<file path="src/rtl/wdog_pkg.sv">
package wdog_pkg;
  localparam int DIV_W = 3;

  localparam logic [7:0] IDX_CTRL = 8'h00;
  localparam logic [7:0] IDX_KICK = 8'h01;

  typedef struct packed {
    logic             lock;
    logic [DIV_W-1:0] div;
    logic             arm;
  } wdog_ctrl_t;
endpackage

</file>
<file path="src/rtl/wdog_hostif.sv">
module wdog_hostif
  import wdog_pkg::*;
(
  input  logic       clk,
  input  logic       por_n,
  input  logic       sys_rst_n,
  input  logic       strap_dis,
  input  logic       host_we,
  input  logic       host_sel,
  input  logic [7:0] host_wdata,
  output logic [7:0] host_rdata,
  output wdog_ctrl_t ctrl_q,
  output logic       ctrl_wr,
  output logic       kick_wr
);
  logic [7:0] idx_q;
  logic       data_wr;

  assign data_wr = host_we && host_sel && sys_rst_n;
  assign ctrl_wr = data_wr && (idx_q == IDX_CTRL);
  assign kick_wr = data_wr && (idx_q == IDX_KICK);

  always_ff @(posedge clk or negedge por_n) begin
    if (!por_n) begin
      idx_q  <= '0;
      ctrl_q <= '0;
    end else if (!sys_rst_n) begin
      idx_q <= '0;
      if (!ctrl_q.lock) ctrl_q <= '0;
    end else if (host_we && !host_sel) begin
      idx_q <= host_wdata;
    end else if (ctrl_wr) begin
      ctrl_q.lock <= host_wdata[7];
      ctrl_q.div  <= host_wdata[DIV_W:1];
      ctrl_q.arm  <= host_wdata[0] & ~strap_dis;
    end
  end

  always_comb begin
    host_rdata = '0;
    if (idx_q == IDX_CTRL) begin
      host_rdata[7]       = ctrl_q.lock;
      host_rdata[DIV_W:1] = ctrl_q.div;
      host_rdata[0]       = ctrl_q.arm & ~strap_dis;
    end
  end
endmodule

</file>
<file path="src/rtl/wdog_counter.sv">
module wdog_counter #(
  parameter int BASE_EXP = 19,
  parameter int DIV_W    = 3
) (
  input  logic             clk,
  input  logic             por_n,
  input  logic             sys_rst_n,
  input  logic             lock,
  input  logic             run_en,
  input  logic             restart,
  input  logic [DIV_W-1:0] load_div,
  output logic             expire
);
  localparam int CNT_W = BASE_EXP + (1 << DIV_W);

  logic [CNT_W-1:0] cnt_q;
  logic [CNT_W-1:0] load_val;
  logic             halted_q;

  assign load_val = (CNT_W'(1) << (BASE_EXP + int'(load_div))) - CNT_W'(1);

  always_ff @(posedge clk or negedge por_n) begin
    if (!por_n) begin
      cnt_q    <= '0;
      halted_q <= 1'b1;
      expire   <= 1'b0;
    end else if (!sys_rst_n) begin
      cnt_q    <= load_val;
      halted_q <= ~lock;
      expire   <= 1'b0;
    end else if (restart) begin
      cnt_q    <= load_val;
      halted_q <= 1'b0;
      expire   <= 1'b0;
    end else if (run_en && !halted_q) begin
      if (cnt_q == '0) begin
        halted_q <= 1'b1;
        expire   <= 1'b1;
      end else begin
        cnt_q  <= cnt_q - CNT_W'(1);
        expire <= 1'b0;
      end
    end else begin
      expire <= 1'b0;
    end
  end
endmodule

</file>
<file path="src/rtl/wdog_timer.sv">
module wdog_timer
  import wdog_pkg::*;
#(
  parameter int BASE_EXP = 19
) (
  input  logic       clk,
  input  logic       por_n,
  input  logic       sys_rst_n,
  input  logic       strap_dis,
  input  logic       host_we,
  input  logic       host_sel,
  input  logic [7:0] host_wdata,
  output logic [7:0] host_rdata,
  output logic       rst_req
);
  wdog_ctrl_t       ctrl_q;
  logic             ctrl_wr;
  logic             kick_wr;
  logic             run_en;
  logic             restart;
  logic [DIV_W-1:0] load_div;

  wdog_hostif u_host (
    .clk       (clk),
    .por_n     (por_n),
    .sys_rst_n (sys_rst_n),
    .strap_dis (strap_dis),
    .host_we   (host_we),
    .host_sel  (host_sel),
    .host_wdata(host_wdata),
    .host_rdata(host_rdata),
    .ctrl_q    (ctrl_q),
    .ctrl_wr   (ctrl_wr),
    .kick_wr   (kick_wr)
  );

  assign run_en   = ctrl_q.arm & ~strap_dis;
  assign restart  = ctrl_wr | (kick_wr & run_en);
  assign load_div = ctrl_wr ? host_wdata[DIV_W:1] : ctrl_q.div;

  wdog_counter #(
    .BASE_EXP(BASE_EXP),
    .DIV_W   (DIV_W)
  ) u_cnt (
    .clk      (clk),
    .por_n    (por_n),
    .sys_rst_n(sys_rst_n),
    .lock     (ctrl_q.lock),
    .run_en   (run_en),
    .restart  (restart),
    .load_div (load_div),
    .expire   (rst_req)
  );
endmodule

</file>
<file path="config.mk">
export PLATFORM = sky130hd
export DESIGN_NAME = wdog_timer
export DESIGN_NICKNAME = d
export VERILOG_FILES = /design/src/rtl/wdog_pkg.sv /design/src/rtl/wdog_hostif.sv /design/src/rtl/wdog_counter.sv /design/src/rtl/wdog_timer.sv
export SDC_FILE = /design/constraint.sdc
export NUM_CORES = 1
export LEC_CHECK = 0
export BUFFER_PORTS_ARGS = -buffer_cell sky130_fd_sc_hd__buf_2
export CAP_MARGIN = 30
export CORE_MARGIN = 4
export CORE_UTILIZATION = 40
export CTS_BUF_LIST = sky130_fd_sc_hd__clkbuf_4 sky130_fd_sc_hd__clkbuf_8
export DETAILED_ROUTE_END_ITERATION = 10
export GPL_TIMING_DRIVEN = 1
export SYNTH_ARGS = -nofsm -noshare
export SYNTH_HDL_FRONTEND = slang
export SYNTH_HIERARCHICAL = 1
export SYNTH_SLANG_ARGS = --single-unit
</file>
<file path="constraint.sdc">
create_clock -name clk -period 5.9 [get_ports clk]
set_clock_uncertainty 0.15 [all_clocks]
set_input_delay 1.18 -clock clk [delete_from_list [all_inputs] [get_ports clk]]
set_output_delay 1.18 -clock clk [all_outputs]
set_load 0.02 [all_outputs]
</file>
**Word level (Yosys, flattened, before mapping)**

Index checks and enable logic that the tools add are counted.

- Register bits: 42
- Output and inout port bits: 9
- Logic and storage cells: 60
- Input port bits: 14

- Reduce and logical (&&, ||, !) cells: 14
- Multiplexer cells: 21
- Add/sub/neg operators: 3
- Shift-type cells: 1
- Equality and inequality tests: 8
- Bitwise gates (word level): 6

Operator list:

| kind | count |
|---|---|
| 27-bit two-way mux | 4 |
| 1-bit by 32-bit left shift with 27-bit output (first input constant) | 1 |
| 27-bit logical NOT | 1 |
| 27-bit by 1-bit subtractor with 27-bit output (second input constant) | 1 |
| 27-bit by 2-bit subtractor with 27-bit output (second input constant) | 1 |
| 5-bit two-way mux | 4 |
| 8-bit two-way mux | 2 |
| 1-bit two-way mux | 9 |
| 8-bit by 1-bit equality test with 1-bit output (second input constant) | 1 |
| 8-bit logical NOT | 1 |
| 5-bit by 3-bit adder with 6-bit output (first input constant) | 1 |
| 1-bit logical AND | 6 |
| 3-bit by 1-bit != test with 1-bit output (second input constant) | 2 |
| 2-bit AND reduction | 3 |
| 4-bit two-way mux | 1 |
| 2-bit by 1-bit != test with 1-bit output (second input constant) | 2 |
| 2-bit != test (second input constant) | 2 |
| 1-bit AND | 3 |
| 3-bit two-way mux | 1 |
| 3-bit != test (second input constant) | 1 |
| 3-bit AND reduction | 1 |
| 1-bit logical NOT | 2 |
| 1-bit inverter | 2 |
| 1-bit OR | 1 |

**Depth between registers and ports, before layout**

- Depth after elaboration: 9
- Mapped depth: 9
- Mapped depth without buffers: 7

**Hierarchy**

Netlist, hierarchy kept.

Modules (own cells, without submodules):

| module | times used | area an instance (sq um) | sequential area each (sq um) | cells each |
|---|---|---|---|---|
| wdog_counter | 1 | 1591.5 | 726.9 | 168 |
| wdog_hostif | 1 | 689.4 | 325.3 | 75 |
| wdog_timer | 1 | 56.3 | 0.0 | 5 |

**Worst setup path after synthesis**

No wires, ideal clock.

- Kind: in2reg
- From: in sys_rst_n
- To: reg u_cnt.cnt_q[19]
- Setup slack: 2.819 ns
- Library setup time: 0.137 ns
- Stages on the path: 6
- Path buffers: 1
- Data required time: 5.613 ns
- Arrival time: 2.795 ns
- Cells stage by stage: clkbuf_1 nand3_1 nor4_4 mux2_2 nor4_1 a21oi_1

- Word-level cells in the longest chain between the ends: 8
- Elaborated cells between the ends (all ways): 14
- Classes of those cells: add/sub (2); eq/ne (2); shift (1); mux (3); bitwise (2); reduce/logical (4)

Ends and longest elaborated chain:

| element | line | RTL |
|---|---|---|
| start, declared | wdog_timer.sv:8 | `input logic sys_rst_n,` |
| 1-bit logical AND (*) | wdog_hostif.sv:19 | `assign data_wr = host_we && host_sel && sys_rst_n;` |
| 1-bit logical AND (*) | wdog_hostif.sv:20 | `assign ctrl_wr = data_wr && (idx_q == IDX_CTRL);` |
| via ctrl_wr | wdog_timer.sv:17 | `logic ctrl_wr;` |
| 3-bit two-way mux (*) | wdog_timer.sv:39 | `assign load_div = ctrl_wr ? host_wdata[DIV_W:1] : ctrl_q.div;` |
| via load_div[0] | wdog_timer.sv:21 | `logic [DIV_W-1:0] load_div;` |
| 5-bit by 3-bit adder with 6-bit output (*) | wdog_counter.sv:20 | `assign load_val = (CNT_W'(1) << (BASE_EXP + int'(load_div))) - CNT_W'(1);` |
| 1-bit by 32-bit left shift with 27-bit output (*) | wdog_counter.sv:20 |  |
| 27-bit by 2-bit subtractor with 27-bit output (*) | wdog_counter.sv:20 |  |
| 27-bit two-way mux | wdog_counter.sv:31 | `end else if (restart) begin` |
| 27-bit two-way mux (*) | wdog_counter.sv:27 | `end else if (!sys_rst_n) begin` |
| end signal, assigned | wdog_counter.sv:28 | `cnt_q <= load_val;` |
| end signal, assigned | wdog_counter.sv:32 | `cnt_q <= load_val;` |
| end signal, assigned | wdog_counter.sv:40 | `cnt_q <= cnt_q - CNT_W'(1);` |
| end, declared | wdog_counter.sv:16 | `logic [CNT_W-1:0] cnt_q;` |

The timed path passes the listed nets; every way through them passes the cells marked *.
A chain may end at the register's enable or synchronous reset.

**Worst setup path after layout**

- From: reg u_host.idx_q[5]
- To: out host_rdata[0]

- Word-level cells in the longest chain between the ends: 2

Ends and longest elaborated chain:

| element | line | RTL |
|---|---|---|
| start, declared | wdog_hostif.sv:16 | `logic [7:0] idx_q;` |
| start signal, assigned | wdog_hostif.sv:31 | `idx_q <= host_wdata;` |
| 8-bit logical NOT | wdog_hostif.sv:41 | `if (idx_q == IDX_CTRL) begin` |
| 4-bit two-way mux | wdog_hostif.sv:41 |  |
| end, declared | wdog_timer.sv:13 | `output logic [7:0] host_rdata,` |

No other way between the ends.

==> summary.md <==
| Metric | Value |
|---|---|
| Ant diodes | `0` |
| Max Clock Freq | `306 MHz` |
| Required @ worst endpoint | `4.57 ns` |
| Max-slew violation count | `0` |
| Resized Gates After CTS | `0` |
| Top-Level Pins | `23` |
| CP max FO | `4` |
| Multiplexer share of the synthesized area | `0.0401` |
| Pre-Repair DR Iteration Count | `4` |
| Port Buf Inserts | `19` |
| Avg Cell Area, Syn | `9.42 µm²` |
| Worst-Margin Slew | `0.730 ns` |
| Fin Setup TNS | `0 ns` |
| Die area | `7130 µm²` |
| Commonest non-fill, non-tap cell in the layout | `dfrtp_1` |
| Critical path's largest stage delay | `0.58 ns` |
| Worst min-delay path class | `reg2reg` |
| Insertion delay to the later sink of the worst-skew pair | `0.28 ns` |
| Leakage | `0.963 nW` |
| Arr. time, crit path | `1.94 ns` |
| First-pass GRT wire length | `8480 µm` |
| Critical Path Sink Type | `primary output` |
| Layout area overhead | `10.9%` |
| Final nets | `roughly 280` |
| Commonest cells after routing, fill and taps aside | `41 x dfrtp_1, 39 x nand2_1, 19 x buf_2` |
| Root Driver | `clkbuf_8` |
| Placed insts | `329` |
| Final setup viols | `0` |
| TritonCTS buffer count | `5` |
| Final worst setup slack | `2.63 ns` |
| Fin crit share | `0.554` |
| Synth warnings | `6` |
| VDD IR-drop max | `about 0.00011 V` |
| Vias in the first global route | `roughly 1,700` |
| CTS tree | `yes` |
| Residual DRC count | `0` |
| Final hold slack | `0.379 ns` |
| Post-Route WL | `4860 µm` |
| Unrepaired setup endpoints after global routing | `no` |
| Initial antenna violation count | `0` |
| DP Area | `2480 µm²` |
| Largest net degree at the start of global routing | `43` |
| Top cells by area, synth | `dfrtp_1 44%, nand2_1 6.3%, xor2_1 3.7%` |
| WS Path Type | `reg2out` |
| Dpl ws | `2.63 ns` |
| Minimum clock period | `3.27 ns` |
| Non-filler instance count after layout | `338` |
| CTS H-Tree Depth | `2` |
| Yosys top cell area share | `0.439` |
| Synth unique cells | `48` |
| CP max stage cell | `or4_4` |
| Hold Buf Count CTS | `0` |
| Main combinational cell family by area after synthesis | `simple AND/OR/NAND/NOR gates` |
| Post-Synth XOR/XNOR Area | `0.0562` |
| Number of nets with antenna violations after routing | `0` |
| Mapped Cells | `about 250` |
| Outcome | `complete, no violations` |
| Synth async-reset ratio | `1.00` |
| Cell Rows | `27` |
| Reg clk slew, reported paths | `0.08 ns` |
| Gr usage total | `0.146` |
| Die W | `84.4 µm` |
| Seq/Total Area, Yosys | `0.450` |
| Post-Synth Adder-Cell Area | `0.0107` |
| EDFF count, synth | `0` |
| Die Height | `84.4 µm` |
| Most used DFF post-synth | `dfrtp_1` |
| DR iter-0 viols | `89` |
| Rel. slew slack | `0.512` |
| Design Area, Final | `2590 µm²` |
| PwrDens | `between 200 and 250 nW/µm²` |
| Via density per instance | `around 5.3` |
| Cell accounting for the most synthesized area | `dfrtp_1` |
| GRT Residual Overflow | `0` |
| Post-DP HPWL | `3470 µm` |
| Final core occ | `0.465` |
| Synth Area in Compound Gates | `0.117` |
| CTS Sinks | `42` |
| Fraction of layout cells with a size suffix above 1 | `0.158` |
| Core area | `approximately 5600 µm²` |
| Cell area after synthesis | `between 2000 and 2500 µm²` |
| Drt wl/cell | `~14 µm` |
| Post-CTS setup buffers | `0` |
| CP cell instances | `or4_4 > nor3_1 > and3b_1 > buf_2` |
| Max-cap violations | `0` |
| FF+latch count, synth | `42` |
| Vias | `1,797` |
| Simple-gate area share of the yosys netlist | `0.286` |
| Total Power | `between 0.6 and 0.7 mW` |
| Fin. Hold Viols | `0` |
| Element type at the critical path start | `register` |
| Buffer depth of the longest clock path | `2` |
| RePlAce Congestion | `0.795` |
| Starting Density | `0.419` |
==> cell families after synthesis <==
family | Yosys count
muxes | 9
other | 1
and+or+nand+nor | 118
xor gates and xnor gates | 15
DFF | 42
buffers and inverters | 20
adders and majority gates | 2
AOI/OAI and AO/OA | 41
==> power breakdown <==
part           switching [mW]  internal [mW]
clock                  0.0938         0.0980
sequential             0.0134          0.306
combinational          0.0544         0.0362
==> metal layers <==
layer	share of wire	global-route usage	vias to the layer above
met3	0.034	0.0314	5
met1	0.49	0.200	845
li1	-	-	917
met5	0	0	-
met2	0.46	0.237	30
met4	0.0091	0.0388	0
==> Yosys cell counts (5+ instances only) <==
library cell   n
clkbuf_1       6
mux2i_1        6
o21ai_0       10
dfrtp_1       41
or3_1         10
xor2_1        10
nand3_1        8
xnor2_1        5
nor2_1         5
a21boi_0       8
nor4_1         9
nand4_1        5
nand2_1       39
nor3_1        11
o211ai_1       7
inv_1          7
==> path summary, 6_finish.rpt <==
| check | from | end | slack [ns] | cells past startpoint |
|---|---|---|---|---|
| max in group asynchronous | por_n | u_cnt/halted_q$_DFFE_PN1P_ | 4.45 | 2 |
| worst min-delay path | u_host/idx_q[1]$_DFFE_PN0P_ | u_host/idx_q[1]$_DFFE_PN0P_ | 0.38 | 2 |
| worst max-delay path | u_host/idx_q[5]$_DFFE_PN0P_ | host_rdata[0] | 2.63 | 4 |
| worst max register to register | u_cnt/cnt_q[17]$_DFFE_PN0P_ | u_cnt/cnt_q[22]$_DFFE_PN0P_ | 2.71 | 5 |
| min in group asynchronous | por_n | u_cnt/cnt_q[7]$_DFFE_PN0P_ | 0.62 | 1 |
| worst min register to register | u_host/idx_q[1]$_DFFE_PN0P_ | u_host/idx_q[1]$_DFFE_PN0P_ | 0.38 | 2 |
==> critical path: cells and delay by family (launching register included) <==
family / cells / cell delay [ns]
buf+inv: 1 / 0.16
flops: 1 / 0.40
simple gates: 3 / 1.10
==> sequential cells by signal (all words and copies together) (netlist names) <==
signal          count
u_host/idx_q        8
u_cnt/cnt_q        27
u_cnt/expire        1
u_host/ctrl_q       5
u_cnt/halted_q      1
==> area by class of cell <==
| class | instances | area (µm²) |
|---|---|---|
| Fill cell | 543 | 2980 |
| Multi-Input combinational cell | 188 | 1210 |
| Sequential cell | 42 | 1050 |
| Timing Repair Buffer | 21 | 126 |
| Clock buffer | 8 | 91.3 |
| Tap cell | 72 | 90.1 |
| Inverter | 7 | 26.3 |
(Power assumes the default switching activity.)
